<file path="src/rtl/casc_counter.sv">
module casc_stage #(
  parameter bit ASYNC_RST = 1'b0
) (
  input  logic       clk,
  input  logic       rst_n,
  input  logic       load_n,
  input  logic       cnt_all,
  input  logic       chain_in,
  input  logic [3:0] d,
  output logic [3:0] q,
  output logic       chain_out
);
  logic [3:0] nxt;

  always_comb begin
    if (!load_n)                  nxt = d;
    else if (cnt_all && chain_in) nxt = q + 4'd1;
    else                          nxt = q;
  end

  generate
    if (ASYNC_RST) begin : g_async
      always_ff @(posedge clk or negedge rst_n)
        if (!rst_n) q <= '0;
        else        q <= nxt;
    end else begin : g_sync
      always_ff @(posedge clk)
        if (!rst_n) q <= '0;
        else        q <= nxt;
    end
  endgenerate

  assign chain_out = chain_in && (q == 4'hF);
endmodule

module casc_counter #(
  parameter int NSTAGE    = 2,
  parameter bit ASYNC_RST = 1'b0,
  localparam int W        = 4 * NSTAGE
) (
  input  logic         clk,
  input  logic         rst_n,
  input  logic         load_n,
  input  logic         cnt_all,
  input  logic         cnt_chain,
  input  logic [W-1:0] din,
  output logic [W-1:0] q,
  output logic         carry_out
);
  logic [NSTAGE:0] chain;

  assign chain[0] = cnt_chain;

  for (genvar i = 0; i < NSTAGE; i++) begin : g_stage
    casc_stage #(.ASYNC_RST(ASYNC_RST)) u_stage (
      .clk      (clk),
      .rst_n    (rst_n),
      .load_n   (load_n),
      .cnt_all  (cnt_all),
      .chain_in (chain[i]),
      .d        (din[4*i +: 4]),
      .q        (q[4*i +: 4]),
      .chain_out(chain[i+1])
    );
  end

  assign carry_out = chain[NSTAGE];
endmodule

</file>
<file path="config.mk">
export PLATFORM = sky130hd
export DESIGN_NAME = casc_counter
export DESIGN_NICKNAME = d
export VERILOG_FILES = /design/src/rtl/casc_counter.sv
export SDC_FILE = /design/constraint.sdc
export NUM_CORES = 1
export LEC_CHECK = 0
export ABC_CLOCK_PERIOD_IN_PS = 3300
export BUFFER_PORTS_ARGS = -buffer_cell sky130_fd_sc_hd__buf_2
export CORE_AREA = 5 5 42 44
export DETAILED_ROUTE_END_ITERATION = 12
export DIE_AREA = 0 0 47 49
export MAX_ROUTING_LAYER = met4
export PLACE_DENSITY = 0.64
export REMOVE_ABC_BUFFERS = 1
export SLEW_MARGIN = 40
export SYNTH_ARGS = -nofsm -noshare
export SYNTH_HDL_FRONTEND = slang
export SYNTH_SLANG_ARGS = --single-unit
</file>
<file path="constraint.sdc">
create_clock -name clk -period 3.3 [get_ports clk]
set_clock_uncertainty 0.15 [all_clocks]
set_input_delay 0.66 -clock clk [delete_from_list [all_inputs] [get_ports clk]]
set_output_delay 0.66 -clock clk [all_outputs]
set_load 0.02 [all_outputs]
</file>
# Yosys cells after proc, flatten, opt, wreduce, memory -nomap -nowiden
# Cells that the tools add are included.
# totals
in_bits,13
regBits,8
out_inout_bits,9
# op_classes
n_addsub,2
n_reduce_logical,4
n_eq_ne,4
mux,4
# ops
operator,n
$mux W4,4
$add A4 B1 Y4 const B,2
$eq A4 B4 Y1 const B,2
$logic_and A1 B1 Y1,4
$ne A2 B1 Y1 const B,2

# Longest topological paths before layout
# logic_depth
ltp_word,5
depth_mapped,4

# Modules after synthesis
# Synthesis repeated with hierarchy kept, for this count alone.
# unflattened
cells_unflattened,48
area_unflattened_um2,410.4
# by_module_without_submodules
mod,instances,seq_area_each_um2,cells_each,area_each_um2
casc_stage,2,80.1,24,205.2

# Least setup slack after synthesis
# Ideal clock, no wire load.
# synth_path
kind,register to output
startpoint,register g_stage[0].u_stage.q[0]
endpoint,output port carry_out
n_path_buf,0
stages_incl_launch_ff,4
arrival_time_ns,1.163
setup_slack_ns,1.327
cell_sequence,dfxtp_1 -> ha_1 -> nand3_4 -> nor2_1
# synth_between
elab_chain_len,3
# synth_rtl
element,line_no,text
from (decl),10,"output logic [3:0] q,"
from (signal assigned),29,else q <= nxt;
$eq A4 B4 Y1,33,assign chain_out = chain_in && (q == 4'hF);
$logic_and A1 B1 Y1 (2 in a row),33,
to (decl),48,output logic carry_out
# No other way between the ends.

# Worst setup path in the final report
# Same ends and word-level chain as after synthesis.

==> summary.txt <==
Clocking
  • Postcts setup bufs: 0
  • CTS tree: yes
  • Latest clock arrival within the worst-skew pair: 0.25 ns
  • Clk Tree Root Cell: clkbuf_4
  • H-tree levels: 1
  • Clock Sinks: 8
  • Cts hold-fix bufs: 0
  • Post_cts resized: 0
  • Worst-path clk slew: 0.06 ns
  • Longest Clk Path Bufs: 2
  • CTS buffer count: 3

Logic synthesis
  • Async set or reset register ratio after synthesis: 0
  • Post-synth top area share: 0.374
  • Synth top cells by count: 10 x o21ai_0, 8 x dfxtp_1, 6 x nand3_1
  • Yosys reg bits: 8
  • Synth top area cells: dfxtp_1 37%, o21ai_0 12%, nand3_1 7.0%
  • Library cells used by synthesis: 20
  • Syn Std Cell Area: 428 sq um
  • Cell taking the most area after synthesis: dfxtp_1
  • Top-count cell post-synth: o21ai_0
  • Instance count of the mapped netlist: 51
  • Yosys warns: 0
  • Most used DFF post-synth: dfxtp_1
  • Post-synthesis area per instance: 8.39 sq um
  • Sequential fraction of the synthesis area: 0.374
  • Post-synth EDFFs: 0

Routing
  • Per-cell routed wire length: 11.9 um
  • Drt total wl: 1080 um
  • Initial DRC count: 9
  • DR pass1 iterations: 3
  • Post-DRT Antenna Nets: 0
  • DRC viols: 0
  • Drt via density: 5.44
  • DR vias: 490

Placement
  • GP Congestion: 0.748
  • Final HPWL DP: 857 um
  • DP Area: 549 sq um
  • Port Buf Inserts: 21

Power and ir drop
  • Tot Pwr: 0.000231 W
  • Pwr dens: 404 mW/mm^2
  • P_leak: 0.240 nW
  • Peak VDD IR: 0.168 mV

Critical path
  • Delay-heaviest family, CP: flip-flops
  • R2r setup slk: 1.68 ns
  • Worst Setup Path Type: reg -> out
  • Reg2reg end: g_stage[1].u_stage.q[3]
  • Worst Path Max Fanout: 9
  • Crit-path cells: ha_1 > nand3_4 > nor2_1 > buf_2
  • WP data arrival: 1.27 ns
  • Reg2reg path depth: 4
  • Crit path largest cell delay: 0.39 ns
  • Slowest cell on the critical path: dfxtp_1
  • Worst path buffer plus inverter count: 1
  • Setup crit end kind: primary output
  • Data required, critical path: 2.49 ns
  • Worst r2r src: g_stage[0].u_stage.q[0]
  • Startpoint Class: register

Timing
  • RSZ-0062 raised after global routing: no
  • Final worst-path cycle share: 0.629
  • Min Tclk post-route: 2.08 ns
  • Final setup TNS: 0 ns
  • Final hold viol count: 0
  • Finish-stage setup viols: 0
  • Worst-Margin Slew: 0.251 ns
  • Max-slew headroom: 0.832
  • Max-slew violations: 0
  • Peak Freq: 482 MHz

Die
  • Row count: 14
  • Chip width: 47 um
  • Die height: 49 um
  • Core area: 0.00140 sq mm
  • # IOs: 22
  • DIE AREA: 0.00230 sq mm
  • Starting Density: 0.305

Cells and area
  • Number of flip-flops in the largest register: 8
  • Synth-to-Final Area Change: 33.6%
  • Final instance area: 572 sq um
  • Fill count: 155
  • Top Registers: g_stage.u_stage.q: 8 flops
  • Largest Register: g_stage.u_stage.q
  • Fraction of layout cells with a size suffix above 1: 0.351
  • Ant. Diodes: 0
  • Final #Nets: 91

Worst hold path
  • Worst hold endpoint: g_stage[1].u_stage.q[3]
  • Hold path start: g_stage[1].u_stage.q[3]
  • Worst hold path depth: 2
  • Worst hold-check path type: reg -> reg

Outcome
  • Status: finished, final reports clean

GRT
  • Vias in the first global route: 438
  • Largest net degree at the start of global routing: 17
  • Total global-route track usage: 0.112
  • First-pass GRT wire length: 1880 um
  • Grt ovf: 0
  • Initial antenna violation count: 0

Job
  • Max-Cap Viols: 0
final cells by class:
cell class                      instances  area (sq um)  share of cell area
Multi-Input combinational cell         41           260               0.455
Sequential cell                         8           160               0.280
Timing Repair Buffer                   21           105               0.184
Clock buffer                            3          22.5              0.0394
Tap cell                               16          20.0              0.0350
Inverter                                1          3.75             0.00656
worst max-delay path by stage:
stage	start	endpoint	slack, ns	depth (start not counted)
after global placement	cnt_chain	carry_out	1.34	4
after CTS	g_stage[0].u_stage.q[0]	carry_out	1.21	4
final	g_stage[0].u_stage.q[0]	carry_out	1.22	4
after detailed placement	cnt_chain	carry_out	1.34	4
after global routing	g_stage[0].u_stage.q[0]	carry_out	1.13	4
after floorplan	g_stage[0].u_stage.q[0]	carry_out	1.33	3
per-stage QoR:
| step | instances | util | worst slack, ns | hold WS (ns) |
|---|---|---|---|---|
| after floorplan | 50 | - | 1.33 | 0.425 |
| after global placement | 87 | 0.392 | 1.34 | 0.350 |
| after detailed placement | 87 | 0.392 | 1.34 | 0.361 |
| after CTS | 90 | 0.408 | 1.21 | 0.368 |
| after global routing | 90 | 0.408 | 1.13 | 0.394 |
| final | 90 | 0.408 | 1.22 | 0.370 |
cells by family after synthesis:
family / after synthesis / share of synthesized area
xor+xnor: 2 / 0.0409
buf+inv: 2 / 0.0175
fa+ha+maj: 2 / 0.0585
simple gates: 17 / 0.237
flops: 8 / 0.374
compound gates: 20 / 0.272
tightest hold or removal path, delay by kind of cell, from the launching register on:
| family | cells | cell delay (ns) |
|---|---|---|
| DFF | 1 | 0.33 |
| AOI/OAI and AO/OA | 2 | 0.15 |
power breakdown:
group	switching, W	internal [W]
registers	0.00000835	0.000104
clock network	0.0000328	0.0000416
logic	0.0000263	0.0000181
total	0.0000675	0.000164
layer usage:
layer	up-vias	part of all wire	track usage
met5	-	0	-
met4	0	0.016	0.0553
met2	17	0.45	0.147
met1	224	0.43	0.153
li1	247	-	-
met3	2	0.11	0.0295
placed cells by master, fill, tap and decap left out, types with 2 or more instances in the layout:
master    count
a21oi_1       2
a31oi_1       4
buf_2        21
clkbuf_4      3
dfxtp_1       8
ha_1          2
nand3_1       6
nor2_1        3
o21ai_0      10
or3_1         3
xor2_1        2
Note: power is estimated with default switching activity, not from simulation.
